===== config.mk =====
export PLATFORM = sky130hd
export DESIGN_NAME = refclk_failover
export DESIGN_NICKNAME = d
export VERILOG_FILES = /design/src/rtl/refsw_pkg.sv /design/src/rtl/refsw_edge_sense.sv /design/src/rtl/refsw_window_timer.sv /design/src/rtl/refsw_activity_judge.sv /design/src/rtl/refsw_selector.sv /design/src/rtl/refclk_failover.sv
export SDC_FILE = /design/constraint.sdc
export NUM_CORES = 1
export LEC_CHECK = 0
export BUFFER_PORTS_ARGS = -buffer_cell sky130_fd_sc_hd__buf_2
export CAP_MARGIN = 40
export CORE_MARGIN = 4
export CORE_UTILIZATION = 58
export CTS_BUF_LIST = sky130_fd_sc_hd__clkbuf_16
export DETAILED_ROUTE_END_ITERATION = 12
export PLACE_DENSITY = 0.82
export SLEW_MARGIN = 5
export SYNTH_ARGS = -nofsm -noshare
export SYNTH_HDL_FRONTEND = slang
export SYNTH_HIERARCHICAL = 1
export SYNTH_SLANG_ARGS = --single-unit

===== constraint.sdc =====
create_clock -name mon_clk -period 2.35 [get_ports mon_clk]
set_input_delay 0 -clock mon_clk [delete_from_list [all_inputs] [get_ports mon_clk]]
set_output_delay 0 -clock mon_clk [all_outputs]
set_load 0.05 [all_outputs]

===== src/rtl/refsw_pkg.sv =====
package refsw_pkg;
  typedef enum logic {
    SEL_REF0 = 1'b0,
    SEL_REF1 = 1'b1
  } refsel_e;

  localparam int unsigned NUM_REFS = 2;
endpackage


===== src/rtl/refsw_edge_sense.sv =====
module refsw_edge_sense #(
  parameter int unsigned STAGES = 2
) (
  input  logic clk,
  input  logic rst_n,
  input  logic async_in,
  output logic tog
);
  logic [STAGES:0] sh_q;
  logic [STAGES:0] sh_d;

  always_comb begin
    sh_d = {sh_q[STAGES-1:0], async_in};
  end

  always_ff @(posedge clk or negedge rst_n) begin
    if (!rst_n) sh_q <= '0;
    else        sh_q <= sh_d;
  end

  // a level change past the synchronizer counts as one edge
  assign tog = sh_q[STAGES] ^ sh_q[STAGES-1];
endmodule


===== src/rtl/refsw_window_timer.sv =====
module refsw_window_timer #(
  parameter int unsigned WIN_CYC = 32
) (
  input  logic clk,
  input  logic rst_n,
  output logic win_end
);
  localparam int unsigned CW = (WIN_CYC > 1) ? $clog2(WIN_CYC) : 1;
  localparam logic [CW-1:0] LAST = CW'(WIN_CYC - 1);

  logic [CW-1:0] cnt_q;
  logic [CW-1:0] cnt_d;

  assign win_end = (cnt_q == LAST);

  always_comb begin
    if (win_end) cnt_d = '0;
    else         cnt_d = cnt_q + 1'b1;
  end

  always_ff @(posedge clk or negedge rst_n) begin
    if (!rst_n) cnt_q <= '0;
    else        cnt_q <= cnt_d;
  end
endmodule


===== src/rtl/refsw_activity_judge.sv =====
module refsw_activity_judge #(
  parameter int unsigned GOOD_RUNS = 4
) (
  input  logic clk,
  input  logic rst_n,
  input  logic tog,
  input  logic win_end,
  output logic bad
);
  localparam int unsigned RW = (GOOD_RUNS > 1) ? $clog2(GOOD_RUNS) : 1;
  localparam logic [RW-1:0] RUN_LAST = RW'(GOOD_RUNS - 1);

  logic          seen_q, seen_d;
  logic          bad_q, bad_d;
  logic [RW-1:0] run_q, run_d;
  logic          hit;

  assign hit = seen_q | tog;

  always_comb begin
    seen_d = seen_q;
    bad_d  = bad_q;
    run_d  = run_q;
    if (win_end) begin
      seen_d = 1'b0;
      if (!hit) begin
        bad_d = 1'b1;
        run_d = '0;
      end else if (bad_q) begin
        if (run_q == RUN_LAST) begin
          bad_d = 1'b0;
          run_d = '0;
        end else begin
          run_d = run_q + 1'b1;
        end
      end
    end else if (tog) begin
      seen_d = 1'b1;
    end
  end

  always_ff @(posedge clk or negedge rst_n) begin
    if (!rst_n) begin
      seen_q <= 1'b0;
      bad_q  <= 1'b0;
      run_q  <= '0;
    end else begin
      seen_q <= seen_d;
      bad_q  <= bad_d;
      run_q  <= run_d;
    end
  end

  assign bad = bad_q;
endmodule


===== src/rtl/refsw_selector.sv =====
module refsw_selector
  import refsw_pkg::*;
(
  input  logic       clk,
  input  logic       rst_n,
  input  logic       swap_req,
  input  logic [1:0] bad,
  output logic       sel
);
  refsel_e sel_q, sel_d;
  logic    req_q;
  logic    man_rise;
  logic    cur_bad, alt_bad;

  assign man_rise = swap_req & ~req_q;
  assign cur_bad  = bad[sel_q];
  assign alt_bad  = bad[~sel_q];

  always_comb begin
    sel_d = sel_q;
    if (man_rise)                sel_d = refsel_e'(~sel_q);
    else if (cur_bad && !alt_bad) sel_d = refsel_e'(~sel_q);
  end

  always_ff @(posedge clk or negedge rst_n) begin
    if (!rst_n) begin
      sel_q <= SEL_REF0;
      req_q <= 1'b0;
    end else begin
      sel_q <= sel_d;
      req_q <= swap_req;
    end
  end

  assign sel = sel_q;
endmodule


===== src/rtl/refclk_failover.sv =====
module refclk_failover
  import refsw_pkg::*;
#(
  parameter int unsigned WIN_CYC     = 32,
  parameter int unsigned GOOD_RUNS   = 4,
  parameter int unsigned SYNC_STAGES = 2
) (
  input  logic       mon_clk,
  input  logic       rst_n,
  input  logic       ref_clk0,
  input  logic       ref_clk1,
  input  logic       swap_req,
  output logic [1:0] ref_bad,
  output logic       ref_sel
);
  logic [NUM_REFS-1:0] ref_in;
  logic [NUM_REFS-1:0] ref_tog;
  logic                win_end;

  assign ref_in = {ref_clk1, ref_clk0};

  refsw_window_timer #(.WIN_CYC(WIN_CYC)) i_timer (
    .clk     (mon_clk),
    .rst_n   (rst_n),
    .win_end (win_end)
  );

  for (genvar i = 0; i < NUM_REFS; i++) begin : g_ref
    refsw_edge_sense #(.STAGES(SYNC_STAGES)) i_sense (
      .clk      (mon_clk),
      .rst_n    (rst_n),
      .async_in (ref_in[i]),
      .tog      (ref_tog[i])
    );
    refsw_activity_judge #(.GOOD_RUNS(GOOD_RUNS)) i_judge (
      .clk     (mon_clk),
      .rst_n   (rst_n),
      .tog     (ref_tog[i]),
      .win_end (win_end),
      .bad     (ref_bad[i])
    );
  end

  refsw_selector i_sel (
    .clk      (mon_clk),
    .rst_n    (rst_n),
    .swap_req (swap_req),
    .bad      (ref_bad),
    .sel      (ref_sel)
  );
endmodule



# [After elaboration in Yosys (flattened, before gate mapping)]
# Index checks and enable logic that the tools add are counted.
[classes] reduce_logical=7 eq_ne=5 addsub=3 muxes=23 bitwise=7 order_cmp=2
[ops] cell="1-bit 2-to-1 mux" n=16
[ops] cell="2-bit 2-to-1 mux" n=6
[ops] cell="2-bit nonzero test" n=3
[ops] cell="5-bit by 1-bit adder with 5-bit output, second input constant" n=1
[ops] cell="5-bit equality test, second input constant" n=1
[ops] cell="5-bit 2-to-1 mux" n=1
[ops] cell="2-bit by 1-bit adder with 2-bit output, second input constant" n=2
[ops] cell="2-bit equality test, second input constant" n=2
[ops] cell="1-bit by 2-bit < comparator with 1-bit output, second input constant" n=2
[ops] cell="2-bit by 1-bit inequality test with 1-bit output, second input constant" n=2
[ops] cell="2-bit AND reduction" n=2
[ops] cell="1-bit inverter" n=2
[ops] cell="1-bit bitwise OR" n=2
[ops] cell="1-bit XOR" n=2
[ops] cell="1-bit AND" n=1
[ops] cell="1-bit logical AND" n=1
[ops] cell="1-bit logical NOT" n=1
[totals] input_bits=5 regBits=21 output_inout_bits=3

# [Depth between registers and ports, before layout]
# Gate-level depths: netlist (run 1).
[logic_depth] ltp_word=7 mapped_depth=6 ltp_nobuf=6

# [Cells and area by module]
# Netlist (run 1), hierarchy kept.
[modules_own_cells] module="refsw_activity_judge" seq_area_each_um2=100.1 area_each_um2=182.7 cells_each=18 instances=2
[modules_own_cells] module="refsw_window_timer" seq_area_each_um2=125.1 area_each_um2=209.0 cells_each=15 instances=1
[modules_own_cells] module="refsw_edge_sense" seq_area_each_um2=75.1 area_each_um2=83.8 cells_each=4 instances=2
[modules_own_cells] module="refsw_selector" seq_area_each_um2=50.0 area_each_um2=86.3 cells_each=7 instances=1

# [Worst setup path before layout (run 1)]
# Ideal clock, no wire load.
[synth_path] path_type="flip-flop to flip-flop" start="register i_timer.cnt_q[0]" end="register g_ref[0].i_judge.run_q[1]" setup_ns=0.141 slack_ns=0.774 required_ns=2.209 t_arrival_ns=1.435 synth_period_minus_slack_ns=1.576 stages_incl_launch_ff=7 cell_sequence="dfrtp_1 > ha_1 > and3_2 > ha_1 > nand3_1 > o21a_1 > o22ai_1"
[synth_via] elab_chain_cells=2
[synth_lines] item="start: declaration" line="refsw_window_timer.sv:11" text="logic [CW-1:0] cnt_q;"
[synth_lines] item="start signal: assignment" line="refsw_window_timer.sv:23" text="else cnt_q <= cnt_d;"
[synth_lines] item="5-bit equality test" line="refsw_window_timer.sv:14" text="assign win_end = (cnt_q == LAST);"
[synth_lines] item="net win_end" line="refclk_failover.sv:18" text="logic win_end;"
[synth_lines] item="2-bit AND reduction (no source line)"
[synth_lines] item="end signal: assignment" line="refsw_activity_judge.sv:50" text="run_q <= run_d;"
[synth_lines] item="end: declaration" line="refsw_activity_judge.sv:15" text="logic [RW-1:0] run_q, run_d;"
# The timed path passes the listed nets, and every way through them passes these cells.
# A chain may end at the register's enable or synchronous reset.

# [Final worst setup path (run 1)]
[layout_path] start="register i_timer.cnt_q[0]" end="register g_ref[1].i_judge.run_q[1]"
[layout_via] elab_chain_cells=2
[layout_lines] item="5-bit equality test" line="refsw_window_timer.sv:14"
[layout_lines] item="net win_end" line="refclk_failover.sv:18"
[layout_lines] item="2-bit AND reduction (no source line)"
[layout_lines] item="end signal: assignment" line="refsw_activity_judge.sv:50"
[layout_lines] item="end: declaration" line="refsw_activity_judge.sv:15"
# The timed path passes the listed nets, and every way through them passes these cells.

==> results by group, run 1 <==
Hold path
  • Hold Crit Class: primary input to async pin

Worst setup path
  • Crit path cell chain: ha_1, and3_2, ha_1, nand3_1, o21a_1, o22ai_1
  • Crit end category: flip-flop
  • CP peak stage delay: 0.51 ns
  • Worst Path Arrival: 1.95 ns
  • Slowest cell on crit path: ha_1
  • Max FO, Critical Path: 18
  • CP Class: flip-flop to flip-flop
  • CP startpoint kind: flip-flop
  • CP Data Required Time: 2.51 ns
  • Worst reg-to-reg path cell count: 6
  • CP most frequent cell: ha_1

Logic synthesis
  • EDFF count, synth: 0
  • Synth Area per Inst: 12.5 um^2
  • Count leader, synth: dfrtp_1
  • Synth area leaders: dfrtp_1 (63%), ha_1 (6.0%), nor2_1 (4.1%)
  • Post-synthesis sequential area ratio: 63.4%
  • #FFs+latches synth: 21
  • Yosys warns: 6
  • Yosys top cell area share: 63.4%
  • Synth async-reset ratio: 100%
  • Post-Synthesis Cell Area: 828 um^2
  • Leading area contributor after synthesis: dfrtp_1
  • Synth Instances: 66
  • Top cells by count, synth: dfrtp_1 (21), nor2_1 (9), inv_1 (6)
  • Post-Syn Nets: 75
  • Synth unique cells: 19
  • Main synth FF type: dfrtp_1

Pwr
  • Logic gate share of total power: 5.1%
  • Worst VDD drop: 0.630 mV
  • Lkg Pwr: 0.465 nW
  • Sequential Power Share: 49.6%
  • Power Dens Cells: 759 nW/um^2
  • Pint: 0.613 mW
  • Clk pwr share: 45.2%
  • Psw: 0.147 mW
  • Sw Ratio: 19.3%

Cells and area
  • Layout Cells excl Fill: 96
  • Final Util: 76.1%
  • Area Growth Syn to Fin: 21.0%
  • Nets: 91
  • Diode count: 0
  • Layout cells sized above 1: 21.0%

STA
  • Worst slew margin: 61.9%
  • Count of pins over their slew limit: 0
  • Clk_skew: 0.00306 ns
  • Unrepaired setup endpoints after global routing: no
  • Final Hold Fails: 0
  • Fin crit period: 1.78 ns
  • Setup_tns: 0 ns
  • Final setup vio count: 0
  • Worst-Margin Slew: 0.572 ns
  • Max Freq: 561 MHz
  • Final period utilization: 75.9%

Clock network
  • Clock net sink count: 21
  • Post-CTS sizing: 0
  • H-tree depth: 1
  • Num CTS Buffers: 3
  • Clock-pin slew on the worst setup and hold paths: 0.05 ns
  • Clk Latency, worst-skew pair: 0.25 ns
  • Max clock buf depth: 2
  • CTS tree: yes
  • CTS root buf: clkbuf_16

Placed design
  • Placed cell count: 88
  • Placed wire-length estimate: 873 um
  • I/O Buffers: 7
  • GP Congestion: 0.723

GRT
  • Antenna violations before repair: 0
  • Total gr overflow: 0
  • Gr usage total: 14.8%
  • First-pass GRT wire length: 2.14 mm
  • Largest net degree at the start of global routing: 22
  • Vias in the first global route: 536

Route
  • DRC errors left: 0
  • Detailed-route via count: 528
  • First-pass DRT Iterations: 4
  • Via density: 5.50
  • Average wire per standard cell: 13.8 um
  • Drt initial violations: 5
  • Post-Route WL: 1.32 mm
  • Final ANT Viol Nets: 0

Floorplanning
  • I/O pins: 8
  • Die area: 2100 um^2
  • Die height: 45.8 um
  • Core Area: 1320 um^2
  • Std cell rows: 13
  • Initial Util: 62.9%
  • Chip width: 45.8 um

Job
  • Max-cap viol count: 0

Outcome
  • Status: finished clean
logic make-up (layout without fill, tap and decap cells):
kind of cell	Yosys count	after routing	share of synthesized area, %
DFF	21	21	63.4
and+or+nand+nor	18	18	10.6
AOI/OAI and AO/OA	13	13	12.2
buffers and inverters	6	21	2.72
adders and majority gates	4	4	6.04
xor gates and xnor gates	3	3	3.17
muxes	1	1	1.81
worst max-delay path: cells and delay by family, from the launching register on:
| kind | cells | cell delay (ns) |
|---|---|---|
| flip-flops | 1 | 0.38 |
| AO/OA/AOI/OAI | 2 | 0.26 |
| AND/OR/NAND/NOR | 2 | 0.34 |
| adder cells (fa/ha/maj) | 2 | 0.71 |
layout by cell type, fill, tap and decap left out, drive strengths merged, types with 2 or more instances in the layout:
master	n
a22o	2
o21a	2
nor2b	3
ha	4
nor2	9
dlygate4sd3	4
a31oi	2
o22ai	4
nand3	3
nand2	2
xor2	2
inv	6
buf	7
dfrtp	21
clkbuf	3
registers in the layout (all words and copies together), names as in the netlist:
register              flops
g_ref.i_sense/sh_q        6
g_ref.i_judge/run_q       4
i_sel/req_q               1
i_timer/cnt_q             5
g_ref.i_judge/seen_q      2
i_sel/sel                 1
g_ref.i_judge/bad         2
metal layers:
metal,vias up,global-route usage [%],wire length (um)
met1,257,16.7,564
met5,-,0,0
li1,254,-,-
met2,13,24.8,665
met3,4,3.56,62
met4,0,9.66,28
layout make-up:
class,count,area (um^2)
well taps,15,18.8
flip-flops and latches,21,526
repair buffers,11,75.1
multi-input cells,39,280
fillers,85,315
clock buffers,3,75.1
inverters,6,22.5
clock inverters,1,5.00
through the flow:
stage | hold slack [ns] | power (mW) | setup slack (ns) | instance area [um^2]
2_1_floorplan | -0.296 | 0.402 | 0.774 | 828
3_3_place_gp | -0.0338 | 0.417 | 0.708 | 882
3_5_place_dp | -0.0301 | 0.418 | 0.609 | 882
4_1_cts | 0.241 | 0.770 | 0.592 | 1000
5_1_grt | 0.268 | 0.796 | 0.478 | 1000
6_report | 0.239 | 0.760 | 0.567 | 1000
worst paths after layout:
check / start / endpoint / slack [ns]
max: i_timer/cnt_q[0]$_DFF_PN0_ / g_ref[1].i_judge/run_q[1]$_DFFE_PN0P_ / 0.57
min: rst_n / i_timer/cnt_q[3]$_DFF_PN0_ / 0.24
max reg2reg: i_timer/cnt_q[0]$_DFF_PN0_ / g_ref[1].i_judge/run_q[1]$_DFFE_PN0P_ / 0.57
min reg2reg: g_ref[1].i_sense/sh_q[0]$_DFF_PN0_ / g_ref[1].i_sense/sh_q[1]$_DFF_PN0_ / 0.35
max in group asynchronous: rst_n / i_timer/cnt_q[4]$_DFF_PN0_ / 1.80
min in group mon_clk: g_ref[1].i_sense/sh_q[0]$_DFF_PN0_ / g_ref[1].i_sense/sh_q[1]$_DFF_PN0_ / 0.35
power by group through the flow:
| stage | clock network (mW) | registers [mW] | logic (mW) |
|---|---|---|---|
| after global routing | 0.375 | 0.378 | 0.0432 |
| after CTS | 0.353 | 0.377 | 0.0394 |
| after global placement | 0 | 0.383 | 0.0342 |
| after floorplan | 0 | 0.395 | 0.00756 |
| after detailed placement | 0 | 0.384 | 0.0345 |
| final | 0.344 | 0.377 | 0.0390 |
what timing repair did:
action / in CTS / in global routing
hold buffers: 4 / 0
endpoints found under the hold margin: 24 / 0
buffers inserted: 0 / 0
(Power assumes the default switching activity.)
==> inputs of run 2 (changes only) <==
CORE_UTILIZATION = 54   (was 58)
PLACE_DENSITY = 0.78   (was 0.82)
clock period = 1.8 ns   (was 2.35 ns; I/O delays follow)
==> run 2 against run 1 <==
Net effect:
- maximum frequency rose by 11%
- sequential power rose by 31%
- die area rose by 6.1%
- setup slack got worse by 0.37 ns
- global-route usage rose by 0.25 points
- critical endpoint is now i_timer/cnt_q[3]$_DFF_PN0_
- non-clock buffer count did not move
==> results by group, run 2 (synthesis results as in run 1) <==
Outcome
  • Status: finished clean

GRT
  • Antenna violations before repair: 0 (unchanged)
  • Total gr overflow: 0 (unchanged)
  • Vias in the first global route: 538 (+0.37%)
  • Largest net degree at the start of global routing: 22 (unchanged)
  • Gr usage total: 15.1% (+0.25 points)
  • First-pass GRT wire length: 2.20 mm (+2.9%)

Cells and area
  • Most frequent cells in the layout: dfrtp_1 (21), nor2_1 (9), buf_2 (7), inv_1 (6)
  • Most common library cell in the layout ignoring fill and taps: dfrtp_1
  • Multi-input logic area: 283 um^2 (+0.89%)
  • Final Util: 73.5% (-2.5 points)
  • Max reg flops: 6 (unchanged)
  • Fillers: 97 (+14%)
  • Diode count: 0 (unchanged)
  • Nets: 91 (unchanged)
  • Top reg by flops: g_ref.i_sense/sh_q
  • Layout Cells excl Fill: 96 (unchanged)
  • Area Growth Syn to Fin: 21.3%
  • Layout cells sized above 1: 22.2% (+1.2 points)
  • Area taken by flip-flops and latches: 526 um^2 (unchanged)
  • Finished Cell Area: 1000 um^2 (+0.25%)
  • Top flop regs: g_ref.i_sense/sh_q (6), i_timer/cnt_q (5), g_ref.i_judge/run_q (4)

Pwr
  • Worst VDD drop: 0.662 mV (+5.0%)
  • Power Dens Cells: 993 nW/um^2 (+31%)
  • Lkg Pwr: 0.463 nW (-0.25%)
  • Total Power: 0.998 mW (+31%)

STA
  • Final setup vio count: 0 (unchanged)
  • Worst Hold Margin: 0.245 ns (+0.00575 ns)
  • Final Hold Fails: 0 (unchanged)
  • Setup_tns: 0 ns (unchanged)
  • Max Freq: 624 MHz (+11%)
  • Clk_skew: 0.00127 ns (-0.00178 ns)
  • Final setup margin: 0.197 ns (-0.370 ns)
  • Worst-Margin Slew: 0.445 ns (-0.127 ns)
  • Fin crit period: 1.60 ns (-0.180 ns)
  • Unrepaired setup endpoints after global routing: no
  • Final period utilization: 89.1% (+13 points)
  • Worst slew margin: 70.4% (+8.5 points)
  • Count of pins over their slew limit: 0 (unchanged)

Job
  • Max-cap viol count: 0 (unchanged)

Route
  • Detailed-route via count: 533 (+0.95%)
  • Drt initial violations: 6 (+1)
  • Final ANT Viol Nets: 0 (unchanged)
  • First-pass DRT Iterations: 4 (unchanged)
  • Average wire per standard cell: 13.4 um (-2.3%)
  • Via density: 5.55 (+0.95%)
  • DRC errors left: 0 (unchanged)
  • Post-Route WL: 1.29 mm (-2.3%)

Floorplanning
  • Initial Util: 60.6% (-2.2 points)
  • Std cell rows: 13 (unchanged)
  • Chip width: 47.2 um (+3.0%)
  • Die height: 47.2 um (+3.0%)
  • Die area: 2220 um^2 (+6.1%)
  • I/O pins: 8 (unchanged)
  • Core Area: 1370 um^2 (+3.7%)

Worst setup path
  • CP Data Required Time: 1.94 ns (-0.57 ns)
  • Crit end category: flip-flop
  • Max FO, Critical Path: 18 (unchanged)
  • CP Class: flip-flop to flip-flop
  • CP startpoint kind: flip-flop
  • Worst Path Arrival: 1.74 ns (-0.21 ns)

Placed design
  • Placement Cell Area: 882 um^2 (unchanged)
  • I/O Buffers: 7 (unchanged)
  • Placed wire-length estimate: 884 um (+1.3%)
  • GP Congestion: 0.716 (-1.1%)
  • Placed cell count: 88 (unchanged)
  • Pre-CTS setup slack: 0.0450 ns (-0.564 ns)

Clock network
  • Num CTS Buffers: 3 (unchanged)
  • Max clock buf depth: 2 (unchanged)
  • CTS root buf: clkbuf_16
  • Clk Latency, worst-skew pair: 0.25 ns (about the same)
  • H-tree depth: 1 (unchanged)
  • CTS tree: yes
  • Clock-pin slew on the worst setup and hold paths: 0.05 ns (about the same)
  • Clock net sink count: 21 (unchanged)
  • Post-CTS setup buffers: 0 (unchanged)

Hold path
  • Hold Crit Class: primary input to async pin
## run 2: worst paths after layout
check / start / end / slack [ns] / cells after the start
worst min-delay path: rst_n / g_ref[1].i_judge/bad$_DFFE_PN0P_ / 0.24 / 2
worst min register to register: g_ref[0].i_sense/sh_q[0]$_DFF_PN0_ / g_ref[0].i_sense/sh_q[1]$_DFF_PN0_ / 0.35 / 0
worst max register to register: i_timer/cnt_q[0]$_DFF_PN0_ / i_timer/cnt_q[3]$_DFF_PN0_ / 0.20 / 5
min in group mon_clk: g_ref[0].i_sense/sh_q[0]$_DFF_PN0_ / g_ref[0].i_sense/sh_q[1]$_DFF_PN0_ / 0.35 / 0
max in group asynchronous: rst_n / g_ref[1].i_judge/run_q[0]$_DFFE_PN0P_ / 1.25 / 2
worst max-delay path: i_timer/cnt_q[0]$_DFF_PN0_ / i_timer/cnt_q[3]$_DFF_PN0_ / 0.20 / 5
## run 2: power breakdown
group          internal [mW]  switching, mW  total [mW]
Clock                  0.298          0.157       0.455
Combinational         0.0182         0.0327      0.0509
Sequential             0.485        0.00758       0.492
## run 2: worst max-delay path: stages, from the launching register on
cell	delay (ns)
dfrtp_1	0.38
ha_1	0.19
and3_2	0.20
ha_2	0.36
nor2b_1	0.09
mux2_4	0.26
## run 2: layer usage
layer | share of wire, % | global-route usage [%] | vias up
met1 | 41 | 16.2 | 255
li1 | - | - | 262
met3 | 4.6 | 3.45 | 4
met5 | 0 | 0 | -
met4 | 2.1 | 11.6 | 0
met2 | 52 | 25.5 | 12
## run 2: area by class of cell
| type | instances | area share (%) |
|---|---|---|
| clock buffers | 3 | 7.47 |
| inverters | 6 | 2.24 |
| clock inverters | 1 | 0.498 |
| flip-flops and latches | 21 | 52.3 |
| repair buffers | 11 | 7.47 |
| multi-input cells | 39 | 28.1 |
| well taps | 15 | 1.87 |
## run 2: what timing repair did
item,4_1_cts,5_1_grt
endpoints found under the setup margin,0,6
gates resized for setup,0,1
hold buffers,4,0
hold endpoints to repair,24,0
==> inputs of run 3 (changes only) <==
ABC_AREA = 1   (was default)
CORE_UTILIZATION = 55   (was 54)
PLACE_DENSITY = 0.79   (was 0.78)
==> run 3 against run 2 <==
Net effect:
- hold slack worse by 0.019 ns
- wire length rose by 2.7%
- critical path type unchanged
- register-to-register slack better by 0.06 ns
- non-clock buffer count unchanged
- synthesized cell count is 38% higher
- highest routed layer unchanged
==> results by group, run 3 <==
Outcome
  • Status: finished clean

Cells and area
  • Layout cells sized above 1: 17.9% (-4.3 points)
  • Most frequent cells in the layout: nand2_1 (24), dfrtp_1 (21), nor2_1 (13), inv_1 (11), nand3_1 (8)
  • Layout Cells excl Fill: 122 (+27%)
  • Top flop regs: g_ref.i_sense/sh_q (6), i_timer/cnt_q (5), g_ref.i_judge/run_q (4)
  • Area Growth Syn to Fin: 20.3%
  • Most common library cell in the layout ignoring fill and taps: nand2_1
  • Fillers: 111 (+14%)
  • Nets: 116 (+27%)
  • Max reg flops: 6 (unchanged)
  • Top reg by flops: g_ref.i_sense/sh_q
  • Diode count: 0 (unchanged)

Pwr
  • Lkg Pwr: 0.545 nW (+18%)
  • Power Dens Cells: 971 nW/um^2 (-2.2%)
  • Total Power: 1.01 mW (+0.92%)
  • Worst VDD drop: 0.802 mV (+21%)

Logic synthesis
  • Synth Instances: 91 (+38%)
  • Post-Synthesis Cell Area: 862 um^2 (+4.1%)
  • Main synth FF type: dfrtp_1
  • Synth unique cells: 13 (-6)
  • EDFF count, synth: 0 (unchanged)
  • Post-Syn Nets: 100 (+33%)
  • Count leader, synth: nand2_1
  • Synth async-reset ratio: 100% (unchanged)
  • Top cells by count, synth: nand2_1 (24), dfrtp_1 (21), nor2_1 (13)
  • Leading area contributor after synthesis: dfrtp_1
  • Synth Area per Inst: 9.47 um^2 (-25%)
  • Post-synthesis sequential area ratio: 61.0% (-2.5 points)
  • Yosys warns: 6 (unchanged)
  • Yosys top cell area share: 61.0% (-2.5 points)
  • #FFs+latches synth: 21 (unchanged)
  • Synth area leaders: dfrtp_1 (61%), nand2_1 (10%), ha_1 (5.8%)

Job
  • Max-cap viol count: 0 (unchanged)

Route
  • Final ANT Viol Nets: 0 (unchanged)
  • Detailed-route via count: 581 (+9.0%)
  • Post-Route WL: 1.33 mm (+2.7%)
  • DRC errors left: 0 (unchanged)
  • Average wire per standard cell: 10.9 um (-19%)
  • Via density: 4.76 (-14%)
  • Drt initial violations: 5 (-1)
  • First-pass DRT Iterations: 2 (-2)

GRT
  • Total gr overflow: 0 (unchanged)
  • Vias in the first global route: 566 (+5.2%)
  • Gr usage total: 14.8% (-0.27 points)
  • Antenna violations before repair: 0 (unchanged)
  • First-pass GRT wire length: 2.26 mm (+2.8%)
  • Largest net degree at the start of global routing: 22 (unchanged)

STA
  • Final period utilization: 85.6% (-3.4 points)
  • Worst Hold Margin: 0.226 ns (-0.0186 ns)
  • Worst slew margin: 70.8% (+0.48 points)
  • Final Hold Fails: 0 (unchanged)
  • Clk_skew: 0.00250 ns (+0.00123 ns)
  • Unrepaired setup endpoints after global routing: no
  • Setup_tns: 0 ns (unchanged)
  • Worst-Margin Slew: 0.438 ns (-0.00717 ns)
  • Fin crit period: 1.54 ns (-0.0620 ns)
  • Final setup vio count: 0 (unchanged)
  • Max Freq: 649 MHz (+4.0%)
  • Count of pins over their slew limit: 0 (unchanged)

Worst setup path
  • Slowest cell on crit path: dfrtp_1
  • CP Class: flip-flop to flip-flop
  • Reg2reg start: i_timer/cnt_q[0]$_DFF_PN0_
  • CP Data Required Time: 1.94 ns (about the same)
  • Max FO, Critical Path: 10 (-8)
  • CP peak stage delay: 0.40 ns (+0.02 ns)
  • FF-to-FF setup slack: 0.26 ns (+0.06 ns)
  • CP startpoint kind: flip-flop
  • Crit end category: flip-flop
  • Crit path cell chain: ha_1, nand2_1, nor2_1, ha_1, nand2_2, clkinv_1, nand3_1, nand2_1
  • Reg2reg end: g_ref[0].i_judge/run_q[0]$_DFFE_PN0P_
  • Worst Path Arrival: 1.68 ns (-0.06 ns)
  • Worst reg-to-reg path cell count: 8 (+3)

Clock network
  • Post-CTS sizing: 0 (unchanged)
  • Clock net sink count: 21 (unchanged)
  • Num CTS Buffers: 3 (unchanged)
  • H-tree depth: 1 (unchanged)
  • CTS tree: yes
  • Post-CTS setup buffers: 0 (unchanged)
  • CTS root buf: clkbuf_16
  • Clock-pin slew on the worst setup and hold paths: 0.06 ns (about the same)
  • Post-CTS Hold Buffers: 4 (unchanged)
  • Max clock buf depth: 2 (unchanged)
  • Clk Latency, worst-skew pair: 0.25 ns (about the same)

Floorplanning
  • Initial Util: 57.9% (-2.7 points)
  • Die area: 2260 um^2 (+1.8%)
  • Std cell rows: 14 (+1)
  • Die height: 47.6 um (+0.90%)
  • Core Area: 1490 um^2 (+9.0%)
  • Chip width: 47.6 um (+0.90%)
  • I/O pins: 8 (unchanged)

Hold path
  • Hold Crit Class: primary input to async pin

Placed design
  • Placed wire-length estimate: 920 um (+4.0%)
  • GP Congestion: 0.765 (+6.9%)
  • I/O Buffers: 7 (unchanged)
  • Placed cell count: 114 (+30%)
-- run 3: changes by cell type in the layout (fill, tap and decap cells not counted), sizes merged, moves of 3 or more --
cell / change
nor2: +6
nand3: +6
inv: +6
o22ai: -4
nand2: +25
nor2b: -3
-- run 3: routing by layer --
metal  GRT usage, %  wire length [um]  vias to the layer above
met3           3.76                23                        2
met4           9.14                12                        0
met5              0                 0                        -
li1               -                 -                      303
met2           25.1               681                        3
met1           16.6               608                      273
-- run 3: layout make-up --
type,instances,area [um^2],area share (%)
clock buffers,3,75.1,7.24
inverters,14,52.6,5.07
repair buffers,11,75.1,7.24
multi-input cells,56,284,27.4
clock inverters,1,5.00,0.483
flip-flops and latches,21,526,50.7
well taps,16,20.0,1.93
-- run 3: worst max-delay path by stage --
stage                     slack (ns)                        from  cells past startpoint                                     to
final                           0.26  i_timer/cnt_q[0]$_DFF_PN0_                      8  g_ref[0].i_judge/run_q[0]$_DFFE_PN0P_
after global routing             0.1  i_timer/cnt_q[0]$_DFF_PN0_                      8  g_ref[1].i_judge/run_q[1]$_DFFE_PN0P_
after CTS                       0.25  i_timer/cnt_q[0]$_DFF_PN0_                      8  g_ref[0].i_judge/run_q[0]$_DFFE_PN0P_
after detailed placement        0.26  i_timer/cnt_q[0]$_DFF_PN0_                      8  g_ref[0].i_judge/run_q[0]$_DFFE_PN0P_
after global placement          0.36  i_timer/cnt_q[0]$_DFF_PN0_                      8  g_ref[0].i_judge/run_q[1]$_DFFE_PN0P_
after floorplan                 0.40  i_timer/cnt_q[0]$_DFF_PN0_                      8  g_ref[1].i_judge/run_q[0]$_DFFE_PN0P_
-- run 3: report_power, final --
group	switching [mW]	internal [mW]
logic	0.0405	0.0195
clock network	0.160	0.298
registers	0.00512	0.485
-- run 3: worst max-delay path: cells and delay by family, from the launching register on --
| kind | cells | cell delay [ns] |
|---|---|---|
| and+or+nand+nor | 5 | 0.42 |
| buffers and inverters | 1 | 0.09 |
| DFF | 1 | 0.40 |
| adders and majority gates | 2 | 0.52 |
-- run 3: logic make-up after synthesis --
kind of cell    share of synthesized area (%)
simple gates                             26.1
flops                                    61.0
buf+inv                                  6.10
fa+ha+maj                                5.81
compound gates                           1.02
-- run 3: metrics by stage --
stage	util (%)	worst slack, ns	instance area [um^2]
3_5_place_dp	61.6	0.264	917
4_1_cts	69.7	0.255	1040
2_1_floorplan	-	0.400	862
3_3_place_gp	61.6	0.362	917
5_1_grt	69.7	0.0972	1040
6_report	69.7	0.258	1040
